==> src/rtl/par_load_pkg.sv <==
package par_load_pkg;
  localparam int BUS_W = 16;
  localparam int HALF_W = BUS_W / 2;

  typedef enum logic [1:0] {
    ST_BOOT  = 2'd0,
    ST_WLOW  = 2'd1,
    ST_WHIGH = 2'd2,
    ST_HOLD  = 2'd3
  } hs_state_t;
endpackage

==> src/rtl/par_sync.sv <==
module par_sync #(
  parameter int W = 1,
  parameter int STAGES = 2,
  parameter logic [W-1:0] RST_VAL = '0
) (
  input  logic         clk,
  input  logic         rst,
  input  logic [W-1:0] d,
  output logic [W-1:0] q
);
  logic [W-1:0] chain [STAGES];

  always_ff @(posedge clk) begin
    if (rst) chain[0] <= RST_VAL;
    else     chain[0] <= d;
  end

  for (genvar s = 1; s < STAGES; s++) begin : g_stage
    always_ff @(posedge clk) begin
      if (rst) chain[s] <= RST_VAL;
      else     chain[s] <= chain[s-1];
    end
  end

  assign q = chain[STAGES-1];
endmodule

==> src/rtl/par_stall_timer.sv <==
module par_stall_timer #(
  parameter int TW = 16
) (
  input  logic          clk,
  input  logic          rst,
  input  logic          active,
  input  logic          restart,
  input  logic [TW-1:0] limit,
  output logic          err
);
  localparam logic [TW-1:0] CNT_MAX = '1;
  logic [TW-1:0] cnt_q;

  always_ff @(posedge clk) begin
    if (rst || !active || restart) cnt_q <= '0;
    else if (cnt_q != CNT_MAX)     cnt_q <= cnt_q + 1'b1;
  end

  always_ff @(posedge clk) begin
    if (rst) err <= 1'b0;
    else if (active && !restart && limit != '0 && cnt_q >= limit) err <= 1'b1;
  end

  p_sticky_err_r9: assert property (@(posedge clk) disable iff (rst)
    err |=> err);
  p_no_err_when_off_r9: assert property (@(posedge clk) disable iff (rst)
    (!err && limit == '0) |=> !err);
endmodule

==> src/rtl/par_hs_ctrl.sv <==
module par_hs_ctrl
  import par_load_pkg::*;
(
  input  logic             clk,
  input  logic             rst,
  input  logic             byte_mode,
  input  logic             strb_s,
  input  logic [BUS_W-1:0] bus_s,
  input  logic             out_ready,
  output logic             rdy_n_q,
  output logic             out_valid_q,
  output logic [BUS_W-1:0] out_data_q,
  output logic             waiting,
  output logic             step
);
  hs_state_t         st_q, st_d;
  logic              phase_q;
  logic [HALF_W-1:0] lo_q;
  logic              take, word_done, pend_stays;

  assign take       = (st_q == ST_WLOW) && !strb_s;
  assign word_done  = take && (!byte_mode || phase_q);
  assign pend_stays = out_valid_q && !out_ready;

  always_comb begin
    st_d = st_q;
    case (st_q)
      ST_BOOT:  st_d = ST_WLOW;
      ST_WLOW:  if (!strb_s) st_d = ST_WHIGH;
      ST_WHIGH: if (strb_s)  st_d = pend_stays ? ST_HOLD : ST_WLOW;
      ST_HOLD:  if (!pend_stays) st_d = ST_WLOW;
      default:  st_d = ST_BOOT;
    endcase
  end

  assign waiting = (st_q == ST_WLOW) || (st_q == ST_WHIGH);
  assign step    = (st_d != st_q);

  always_ff @(posedge clk) begin
    if (rst) begin
      st_q    <= ST_BOOT;
      rdy_n_q <= 1'b1;
    end else begin
      st_q <= st_d;
      if (st_d == ST_WLOW && st_q != ST_WLOW) rdy_n_q <= 1'b0;
      else if (take)                          rdy_n_q <= 1'b1;
    end
  end

  always_ff @(posedge clk) begin
    if (rst) begin
      phase_q <= 1'b0;
      lo_q    <= '0;
    end else if (take) begin
      if (byte_mode && !phase_q) begin
        lo_q    <= bus_s[HALF_W-1:0];
        phase_q <= 1'b1;
      end else begin
        phase_q <= 1'b0;
      end
    end else if (!byte_mode) begin
      phase_q <= 1'b0;
    end
  end

  always_ff @(posedge clk) begin
    if (rst) begin
      out_valid_q <= 1'b0;
      out_data_q  <= '0;
    end else begin
      if (out_valid_q && out_ready) out_valid_q <= 1'b0;
      if (word_done) begin
        out_valid_q <= 1'b1;
        out_data_q  <= byte_mode ? {bus_s[HALF_W-1:0], lo_q} : bus_s;
      end
    end
  end

  p_ack_on_strobe_r3: assert property (@(posedge clk) disable iff (rst)
    $rose(rdy_n_q) |-> $past(!strb_s));
  p_ready_after_release_r5: assert property (@(posedge clk) disable iff (rst)
    $fell(rdy_n_q) |-> $past(strb_s));
  p_no_ready_pending_r6: assert property (@(posedge clk) disable iff (rst)
    $fell(rdy_n_q) |-> $past(!out_valid_q || out_ready));
  p_hold_word_r7: assert property (@(posedge clk) disable iff (rst)
    (out_valid_q && !out_ready) |=> (out_valid_q && $stable(out_data_q)));
endmodule

==> src/rtl/par_load_rx.sv <==
module par_load_rx
  import par_load_pkg::*;
#(
  parameter int TW = 16
) (
  input  logic             clk,
  input  logic             rst,
  input  logic             byte_mode,
  input  logic [TW-1:0]    tmo_limit,
  input  logic             host_strb_n,
  input  logic [BUS_W-1:0] host_bus,
  output logic             tgt_rdy_n,
  output logic             out_valid,
  input  logic             out_ready,
  output logic [BUS_W-1:0] out_data,
  output logic             tmo_err
);
  localparam int SYNC_W = BUS_W + 1;

  logic [SYNC_W-1:0] sync_q;
  logic              waiting, step;

  par_sync #(.W(SYNC_W), .STAGES(2), .RST_VAL({1'b1, {BUS_W{1'b0}}})) u_sync (
    .clk (clk),
    .rst (rst),
    .d   ({host_strb_n, host_bus}),
    .q   (sync_q)
  );

  par_hs_ctrl u_ctrl (
    .clk         (clk),
    .rst         (rst),
    .byte_mode   (byte_mode),
    .strb_s      (sync_q[BUS_W]),
    .bus_s       (sync_q[BUS_W-1:0]),
    .out_ready   (out_ready),
    .rdy_n_q     (tgt_rdy_n),
    .out_valid_q (out_valid),
    .out_data_q  (out_data),
    .waiting     (waiting),
    .step        (step)
  );

  par_stall_timer #(.TW(TW)) u_tmo (
    .clk     (clk),
    .rst     (rst),
    .active  (waiting),
    .restart (step),
    .limit   (tmo_limit),
    .err     (tmo_err)
  );

  p_reset_state_r1: assert property (@(posedge clk)
    $past(rst) |-> (tgt_rdy_n && !out_valid && !tmo_err) || !rst);
endmodule

==> config.mk <==
export PLATFORM = sky130hd
export DESIGN_NAME = par_load_rx
export DESIGN_NICKNAME = d
export VERILOG_FILES = /design/src/rtl/par_load_pkg.sv /design/src/rtl/par_sync.sv /design/src/rtl/par_stall_timer.sv /design/src/rtl/par_hs_ctrl.sv /design/src/rtl/par_load_rx.sv
export SDC_FILE = /design/constraint.sdc
export NUM_CORES = 1
export LEC_CHECK = 0
export ABC_AREA = 1
export BUFFER_PORTS_ARGS = -buffer_cell sky130_fd_sc_hd__buf_2
export CAP_MARGIN = 25
export CORE_AREA = 2 2 84 86
export DETAILED_ROUTE_END_ITERATION = 12
export DIE_AREA = 0 0 86 88
export PLACE_DENSITY = 0.86
export SLEW_MARGIN = 10
export SYNTH_ARGS = -nofsm -noshare
export SYNTH_HDL_FRONTEND = slang
export SYNTH_SLANG_ARGS = --single-unit
export TNS_END_PERCENT = 1
==> constraint.sdc <==
create_clock -name clk -period 2.85 [get_ports clk]
set_input_delay 0.4275 -clock clk [delete_from_list [all_inputs] [get_ports clk]]
set_output_delay 0.4275 -clock clk [all_outputs]
set_load 0.02 [all_outputs]
==> summary.md <==
| Metric | Value |
|---|---|
| Outcome | finished, final reports clean |
| GRT Resource Usage Total | 19.64% |
| Std cell rows | 30 |
| IO Pins | 56 |
| Hold WC Path Type | in2reg |
| Layout cells sized above 1 | 16.95% |
| Initial Util | 53.16% |
| IO Port Bufs | 55 |
| Tmin final | 1959 ps |
| Synth Instances | 472 |
| CP Capture Type | register |
| Max-cap check violation count | 0 |
| Leakage power | 1.976 nW |
| Area of all placed cells without fillers | 0.004079 mm2 |
| ANT nets after route | 0 |
| Clock Skew | 6.763 ps |
| Post-synth cell types | 32 |
| Largest net degree at the start of global routing | 41 |
| CP Launch Type | register |
| Most frequent cells after synthesis | nand2_1 (88), dfxtp_1 (80), inv_1 (79) |
| #FFs+latches synth | 80 |
| Main synth FF type | dfxtp_1 |
| Vias per cell | 4.915 |
| Final Max Tran Viols | 0 |
| Hold_buf cts | 0 |
| Max Freq | 0.5105 GHz |
| Area Overhead vs Synth | 15.48% |
| Setup TNS | 0 ps |
| Max FO, Critical Path | 16 |
| Ranking of synthesized cells by area | dfxtp_1 (45%), nand2_1 (9.4%), inv_1 (8.4%) |
| Post-CTS Resized | 0 |
| First-pass GRT wire length | 11,870 um |
| Global route overflow | 0 |
| Critical Path AT | 2230 ps |
| Worst-path clk slew | 80 ps |
| Final hold violation count | 0 |
| H-tree Lvls | 3 |
| Die W | 86 um |
| Skew-Pair Late Insertion Delay | 340 ps |
| Maximum clock path buffer count | 2 |
| Num CTS Buffers | 9 |
| Pwr dens | 537.6 mW/mm2 |
| Placed Area | 0.003862 mm2 |
| RSZ-0062 raised after global routing | false |
| Min Hold Slack | 277.1 ps |
| Cell taking the most area after synthesis | dfxtp_1 |
| DPL Wire Length | 5042 um |
| Nets | 586 |
| Ys async rst share | 0% |
| Wire length per cell | 11.28 um |
| Initial detailed-routing violation count | 196 |
| Post-synthesis sequential area ratio | 45.34% |
| Die Area | 0.007568 mm2 |
| Drc violations | 0 |
| Initial antenna violation count | 0 |
| Setup Viol. Count Final | 0 |
| EDFF count, synth | 0 |
| Share of Yosys cell area claimed by the top area cell type | 45.34% |
| ANT cells | 0 |
| Total power | 2.193 mW |
| First-pass DRT Iterations | 4 |
| Syn Nets | 531 |
| Req. time, crit path | 3120 ps |
| Sink Count | 80 |
| Final period utilization | 68.73% |
| Worst VDD drop | 363.4 uV |
| CP Class | reg2reg |
| Placeable core area | 0.006644 mm2 |
| TritonCTS clock tree | yes |
| Yosys synthesis warning count | 0 |
| Worst-Margin Slew | 658.9 ps |
| Fillers | 589 |
| Slew margin rel. | 56.07% |
| Post-CTS Setup Inserts | 0 |
| Number of global-route vias before repair | 2,782 |
| Synthesized area per cell | 7.483 um2 |
| Gpl congestion | 0.8315 |
| Most frequent cell after synthesis | nand2_1 |
| Die height | 88 um |
| Mapped Area | 0.003532 mm2 |
| Utilization after layout | 61.39% |
| Root Buffer | clkbuf_8 |
| Vias | 3,003 |
| Final WL | 6892 um |
-- through the flow --
step	setup WS [ps]	cells
global route	684.5	611
global placement	896.6	596
detailed placement	776.0	596
floorplan	1253	472
CTS	908.1	611
finish	891.3	611
-- power breakdown --
group	internal [mW]	switching (mW)
clock network	0.492	0.392
logic	0.0550	0.0879
registers	1.15	0.0164
-- logic make-up after synthesis --
kind of cell	synth area share, %
simple gates	23.56
buf+inv	10.52
flops	45.34
compound gates	11.30
fa+ha+maj	7.793
xor+xnor	1.488
-- critical path, cell delays in order, from the launching register on --
cell and delay [ps]:
dfxtp_1 420, inv_1 140, ha_1 250, inv_1 120, nand2_1 70, nand2_1 50, nand2_1 80, nand3_1 80
nand2_1 50, nor2_1 150, nand2_2 240, a31oi_1 220
-- metal layers --
metal	track usage, %	part of all wire [%]	vias up
met1	23.37	45	1332
li1	-	-	1580
met3	5.184	4.5	18
met2	33.26	49	73
met5	0	0	-
met4	9.091	2.0	0
-- path summary, 6_finish.rpt --
kind	startpoint	end	slack, ps	depth (start not counted)
max	u_ctrl.st_q[1]	u_tmo.cnt_q[13]	890	11
min	host_strb_n	u_sync.chain[0][16]	280	2
max reg2reg	u_ctrl.st_q[1]	u_tmo.cnt_q[13]	890	11
min reg2reg	u_sync.chain[0][0]	u_sync.chain[1][0]	400	2
-- state kept, by name, indices dropped and copies added, names as in the netlist --
signal / cells
u_ctrl.out_data_q: 16
u_ctrl.lo_q: 8
u_tmo.cnt_q: 16
u_ctrl.phase_q: 1
u_ctrl.rdy_n_q: 1
u_sync.chain: 34
u_ctrl.out_valid_q: 1
u_tmo.err: 1
u_ctrl.st_q: 2
-- layout by cell type, fill, tap and decap left out, drive strengths merged --
master	synthesis	layout
buf	5	57
clkinv	0	1
a211oi	1	1
clkinvlp	0	2
nor2	74	74
inv	83	84
a31oi	17	17
a21o	1	1
or2	5	5
nand4	4	4
xor2	3	3
a21boi	1	1
dfxtp	80	80
nand3	15	15
xnor2	3	3
ha	22	22
bufinv	0	2
nor3	5	5
nor4	4	4
o21ai	32	32
clkbuf	8	9
a21oi	19	19
nand2	90	90
-- area by class of cell --
cell class,count,area (um2),area share [%]
clock buffers,9,123.9,3.037
clock inverters,6,92.59,2.270
inverters,83,311.5,7.638
multi-input cells,296,1559,38.22
flip-flops and latches,80,1602,39.26
well taps,80,100.1,2.454
repair buffers,57,290.3,7.117
(Power assumes the default switching activity.)
